`src/rtl/wel_guard_pkg.sv`:
```
package wel_guard_pkg;

  // Classification of a byte written to the control register
  typedef enum logic [1:0] {
    CLS_SET   = 2'd0,
    CLS_CLR   = 2'd1,
    CLS_OTHER = 2'd2
  } ctl_cls_e;

  // One-hot pattern that sets the latch
  function automatic logic [31:0] en_pattern(input int unsigned bitpos);
    return 32'(1) << bitpos;
  endfunction

  // Classify a byte against the set / clear patterns
  function automatic ctl_cls_e classify(input logic [31:0] b, input int unsigned bitpos);
    if (b == en_pattern(bitpos)) return CLS_SET;
    if (b == 32'd0)              return CLS_CLR;
    return CLS_OTHER;
  endfunction

endpackage

```
`src/rtl/wel_ctl_decode.sv`:
```
module wel_ctl_decode #(
  parameter int unsigned DATA_W = 8,
  parameter int unsigned EN_BIT = 1
) (
  input  logic [DATA_W-1:0]       byte_data,
  output wel_guard_pkg::ctl_cls_e cls
);
  import wel_guard_pkg::*;

  localparam int unsigned PAD_W = 32 - DATA_W;

  generate
    if (PAD_W == 0) begin : g_full
      assign cls = classify(byte_data, EN_BIT);
    end else begin : g_pad
      assign cls = classify({{PAD_W{1'b0}}, byte_data}, EN_BIT);
    end
  endgenerate
endmodule

```
`src/rtl/wel_latch.sv`:
```
module wel_latch (
  input  logic clk,
  input  logic rst_n,
  input  logic set_req,
  input  logic clr_req,
  output logic q
);
  always_ff @(posedge clk or negedge rst_n) begin
    if (!rst_n)       q <= 1'b0;
    else if (set_req) q <= 1'b1;
    else if (clr_req) q <= 1'b0;
  end
endmodule

```
`src/rtl/wel_busy_timer.sv`:
```
module wel_busy_timer #(
  parameter int unsigned BUSY_CYC = 20
) (
  input  logic clk,
  input  logic rst_n,
  input  logic start,
  output logic busy
);
  localparam int unsigned CW = $clog2(BUSY_CYC + 1);

  logic [CW-1:0] cnt_q;

  always_ff @(posedge clk or negedge rst_n) begin
    if (!rst_n)              cnt_q <= '0;
    else if (start)          cnt_q <= CW'(BUSY_CYC);
    else if (cnt_q != '0)    cnt_q <= cnt_q - 1'b1;
  end

  assign busy = (cnt_q != '0);
endmodule

```
`src/rtl/wel_write_guard.sv`:
```
module wel_write_guard #(
  parameter int unsigned DATA_W   = 8,
  parameter int unsigned EN_BIT   = 1,
  parameter int unsigned BUSY_CYC = 20
) (
  input  logic              clk,
  input  logic              rst_n,
  input  logic              byte_valid,
  input  logic [DATA_W-1:0] byte_data,
  input  logic              tgt_ctrl,
  input  logic              stop_pulse,
  output logic              ack_valid,
  output logic              ack_ok,
  output logic              commit_req,
  output logic              busy
);
  import wel_guard_pkg::*;

  // Named internal events (visible to the bound checker)
  ctl_cls_e cls_w;
  logic     is_set_w, is_clr_w;
  logic     accept_w, ctrl_set_w, ctrl_clr_w, arr_take_w;
  logic     commit_fire_w;
  logic     latch_q;
  logic     pending_q;

  wel_ctl_decode #(.DATA_W(DATA_W), .EN_BIT(EN_BIT)) u_dec (
    .byte_data (byte_data),
    .cls       (cls_w)
  );

  assign is_set_w   = (cls_w == CLS_SET);
  assign is_clr_w   = (cls_w == CLS_CLR);
  assign accept_w   = byte_valid && !busy;
  assign ctrl_set_w = accept_w &&  tgt_ctrl && is_set_w;
  assign ctrl_clr_w = accept_w &&  tgt_ctrl && is_clr_w;
  assign arr_take_w = accept_w && !tgt_ctrl && latch_q;

  wel_latch u_latch (
    .clk     (clk),
    .rst_n   (rst_n),
    .set_req (ctrl_set_w),
    .clr_req (ctrl_clr_w),
    .q       (latch_q)
  );

  // An acknowledged array byte waits here for the stop strobe
  always_ff @(posedge clk or negedge rst_n) begin
    if (!rst_n)          pending_q <= 1'b0;
    else if (stop_pulse) pending_q <= 1'b0;
    else if (arr_take_w) pending_q <= 1'b1;
  end

  assign commit_fire_w = stop_pulse && pending_q && !busy;

  wel_busy_timer #(.BUSY_CYC(BUSY_CYC)) u_timer (
    .clk   (clk),
    .rst_n (rst_n),
    .start (commit_fire_w),
    .busy  (busy)
  );

  // Registered acknowledge decision and commit pulse
  always_ff @(posedge clk or negedge rst_n) begin
    if (!rst_n) begin
      ack_valid  <= 1'b0;
      ack_ok     <= 1'b0;
      commit_req <= 1'b0;
    end else begin
      ack_valid  <= byte_valid;
      ack_ok     <= ctrl_set_w || ctrl_clr_w || arr_take_w;
      commit_req <= commit_fire_w;
    end
  end
endmodule

```
`config.mk`:
```
export PLATFORM = sky130hd
export DESIGN_NAME = wel_write_guard
export DESIGN_NICKNAME = d
export VERILOG_FILES = /design/src/rtl/wel_guard_pkg.sv /design/src/rtl/wel_ctl_decode.sv /design/src/rtl/wel_latch.sv /design/src/rtl/wel_busy_timer.sv /design/src/rtl/wel_write_guard.sv
export SDC_FILE = /design/constraint.sdc
export NUM_CORES = 1
export LEC_CHECK = 0
export CAP_MARGIN = 10
export CORE_AREA = 2 2 39 41
export DETAILED_ROUTE_END_ITERATION = 8
export DIE_AREA = 0 0 41 43
export DONT_BUFFER_PORTS = 1
export GPL_TIMING_DRIVEN = 0
export SKIP_LAST_GASP = 1
export SLEW_MARGIN = 20
export SYNTH_ARGS = -nofsm -noshare
export SYNTH_HDL_FRONTEND = slang
export SYNTH_SLANG_ARGS = --single-unit
export TNS_END_PERCENT = 10
```
`constraint.sdc`:
```
create_clock -name clk -period 4.4 [get_ports clk]
set_input_delay 1.32 -clock clk [delete_from_list [all_inputs] [get_ports clk]]
set_output_delay 1.32 -clock clk [all_outputs]
set_load 0.01 [all_outputs]
```
# Word-level counts from Yosys, hierarchy flattened

Index checks and enable logic that the tools add are counted.
W data, S select, Z words.

Register bits after elaboration: 10
Output and inout bits: 4
Word-level logic and storage cells: 40

Add/sub/neg operators: 1
Equality and inequality tests: 2
Muxes and demuxes: 13
Reduce and logical (&&, ||, !) cells: 18

Operators by type and width:

| operator              | number |
|---|---|
| $mux W5               | 2 |
| $eq A8 B2 Y1 const B  | 1 |
| $logic_and A1 B1 Y1   | 8 |
| $logic_not A8 Y1      | 1 |
| $mux W2               | 4 |
| $mux W1               | 7 |
| $reduce_bool A2 Y1    | 3 |
| $reduce_bool A5 Y1    | 1 |
| $sub A5 B1 Y5 const B | 1 |
| $eq A2 B1 Y1 const B  | 1 |
| $logic_not A1 Y1      | 2 |
| $logic_not A2 Y1      | 1 |
| $logic_or A1 B1 Y1    | 2 |

# Logic depth before layout (Yosys ltp)

Depth in word-level cells: 9
Mapped depth: 6

# Modules after synthesis

A second synthesis with hierarchy kept.

Cells, all modules: 48
Area total of the unflattened synthesis: 489.2 sq um

Modules (own cells, without submodules):

| module          | instances | cells each | area an instance (sq um) | seq. area each (sq um) |
|---|---|---|---|---|
| wel_busy_timer  | 1         | 25         | 259.0                    | 125.1 |
| wel_write_guard | 1         | 16         | 167.7                    | 100.1 |
| wel_latch       | 1         | 3          | 36.3                     | 25.0 |
| wel_ctl_decode  | 1         | 4          | 26.3                     | 0.0 |

# Worst setup path after synthesis

Ideal clock, no wire load.

Path kind: flip-flop to output port
Start: register u_timer.cnt_q[0]
End: output port busy
Data arrival time: 1.072 ns
Required time: 3.080 ns
Setup slack: 2.008 ns
Cell stages (with the launch flop): 5
Path buffers: 0
Cells stage by stage: dfrtp_1 > inv_1 > ha_1 > nor4b_4 > inv_1

Cells in the longest elaborated chain, start to end: 1

RTL lines:

| item                   | RTL line              | RTL |
|---|---|---|
| from (decl)            | wel_busy_timer.sv:11  | `logic [CW-1:0] cnt_q;` |
| from (signal assigned) | wel_busy_timer.sv:15  | `else if (start) cnt_q <= CW'(BUSY_CYC);` |
| from (signal assigned) | wel_busy_timer.sv:16  | `else if (cnt_q != '0) cnt_q <= cnt_q - 1'b1;` |
| $reduce_bool A5 Y1     | wel_busy_timer.sv:19  | `assign busy = (cnt_q != '0);` |
| to (decl)              | wel_write_guard.sv:15 | `output logic busy` |

Every way passes these cells.

# Worst setup path in the final report

Same ends and word-level chain as after synthesis.

==> impl_metrics.toml <==
[worst_setup_path]
startpoint_type = "flip-flop"
path_buf_inv = 2
path_common_cell = "inv_1"
critPathKind = "reg2out"
r2r_setup_slack_ns = 2.74
cpPeakStageDelay_ns = 0.38
cp_slowest_cell = "dfrtp_1"
worstPathArrival_ns = 1.53
cp.required_ns = 3.08
crit_path_end_kind = "output pin"
crit_family = "flip-flops"
path_max_fanout = 7
crit_cells = 4
path_cells = "inv_1 -> ha_1 -> nor4b_4 -> inv_1"
rr_worst_depth = 5

[timing]
slew_violations = 0
grt_setup_unrepaired = "false"
skew_ns = 0.000169
period_share_pct = 64.7
worst_hold_slack_ns = 0.546
worst_pin_slew_ns = 0.428
setup_violations = 0
post-route-min-period_ns = 2.85
timing_hold_violations_final = 0
setup_tns_ns = 0
fmax_mhz = 351
relSlewSlack_pct = 71.1

[layout]
final_nets = 59
layout_common_cells = "dfrtp_1, inv_1, a21oi_1"
final_area_um2 = 485
final_common_cell = "dfrtp_1"
instances_no_fill = 59
antennaDiodeCount = 0
num-fill-cells = 139
area_growth_pct = 9.60
drive_gt1_share_pct = 14.0

[routing]
drc_errors = 0
num_vias = 314
drt-initial-drc-count = 4
avgViaCountPerCell = 5.32
postRouteAntennaNets = 0
firstDrtPassIters = 2
totalWireLength_um = 869
avgRoutedWirePerCell_um = 14.7

[floorplan]
design.die.area_mm2 = 0.00176
pin_count = 17
rows = 14
core_mm2 = 0.00138
die_h_um = 43
fp.dieW_um = 41
start_util_pct = 32.0

[global_routing]
grt_max_degree = 11
overflow = 0
antenna_found_initial = 0
track_usage_pct = 13.2
first_global_vias = 373
grt_first_pass_wirelength_um = 1510

[clocking]
cts.root.buffer_cell = "clkbuf_4"
path_clk_slew_ns = 0.06
cts_tree = "built"
cts.repair.resized = 0
cts_hold_buf = 0
htree_levels = 1
insertion_delay_ns = 0.27
cts_buffers = 3
clk_path_buf_depth = 2
cts_sinks = 10
post_cts_buffers = 0

[power]
p_leak_nw = 0.220
ir_drop_mv = 0.121
powerDensity_mw_per_mm2 = 562
power_mw = 0.273

[synth]
yosys.area.top_type = "dfrtp_1"
ys.warnings.count = 0
synth_area_um2 = 443
synth_edf_count = 0
synth_seq_cells = 10
syn_avg_cell_area_um2 = 11.1
yosysUniqueCellTypes = 19
synth_fp_nets = 54
synth_area_leaders = "dfrtp_1, a21oi_1, nor4b_4"
synth_ff_type = "dfrtp_1"
netlist_instances = 40
async_flop_share_pct = 100
ys_seq_area_share_pct = 56.5
synth_top_area_share_pct = 56.5

[placed_design]
place_area_um2 = 463
dpl.cell_count = 56
io_buffers = 0
place.gp.congestion = 0.661

[worst_hold_path]
worstHoldPathType = "reg2reg"
hold_depth = 1

[flow_run]
maxCapViolations = 0

[status]
status = "finished, final reports clean"
[worst paths after layout]
| path | from | to |
|---|---|---|
| min reg2reg | u_latch.q$_DFFE_PN0P_ | u_latch.q$_DFFE_PN0P_ |
| min | u_latch.q$_DFFE_PN0P_ | u_latch.q$_DFFE_PN0P_ |
| max in group asynchronous | rst_n | u_timer.cnt_q[3]$_DFFE_PN0P_ |
| min in group asynchronous | rst_n | u_timer.cnt_q[2]$_DFFE_PN0P_ |
| max | u_timer.cnt_q[0]$_DFFE_PN0P_ | busy |
| max reg2reg | u_timer.cnt_q[0]$_DFFE_PN0P_ | u_latch.q$_DFFE_PN0P_ |
[cells by family (layout without fill, tap and decap cells)]
logic type	count (synthesis)	in the layout	share of synthesized area [%]
simple gates	12	12	18.4
flops	10	10	56.5
compound gates	9	9	12.1
buf+inv	6	9	5.08
mux	2	2	5.08
fa+ha+maj	1	1	2.82
[power breakdown]
group	internal (mW)	switching, mW
clock network	0.0316	0.0310
logic	0.0371	0.0404
registers	0.113	0.0200
[layer usage]
metal / global-route usage [%] / vias up / share of wire, %
met2: 22.5 / 8 / 59
met4: 12.0 / 0 / 2.6
li1: - / 148 / -
met5: 0 / - / 0
met3: 3.14 / 4 / 2.6
met1: 11.2 / 154 / 35
[registers in the layout, summed over array words and instances (netlist names)]
| name | cells |
|---|---|
| u_timer.cnt_q | 5 |
| ack_ok | 1 |
| ack_valid | 1 |
| commit_req | 1 |
| pending_q | 1 |
| u_latch.q | 1 |
[synthesized netlist by cell type (2+ instances only)]
library cell   n
inv_1          6
dfrtp_1       10
nor2_1         3
nand2_1        2
a21oi_1        5
[metrics by stage]
stage / utilization [%] / worst slack (ns)
global placement: 33.5 / 1.86
global route: 35.1 / 1.45
finish: 35.1 / 1.55
CTS: 35.1 / 1.56
detailed placement: 33.5 / 1.87
floorplan: - / 2.01
[final cells by class]
type                    count  area [um^2]  share of cell area (%)
flip-flops and latches     10          250                    51.5
multi-input cells          24          170                    35.1
clock buffers               3         22.5                    4.64
inverters                   6         22.5                    4.64
well taps                  16         20.0                    4.12
Note: power is estimated with default switching activity, not from simulation.
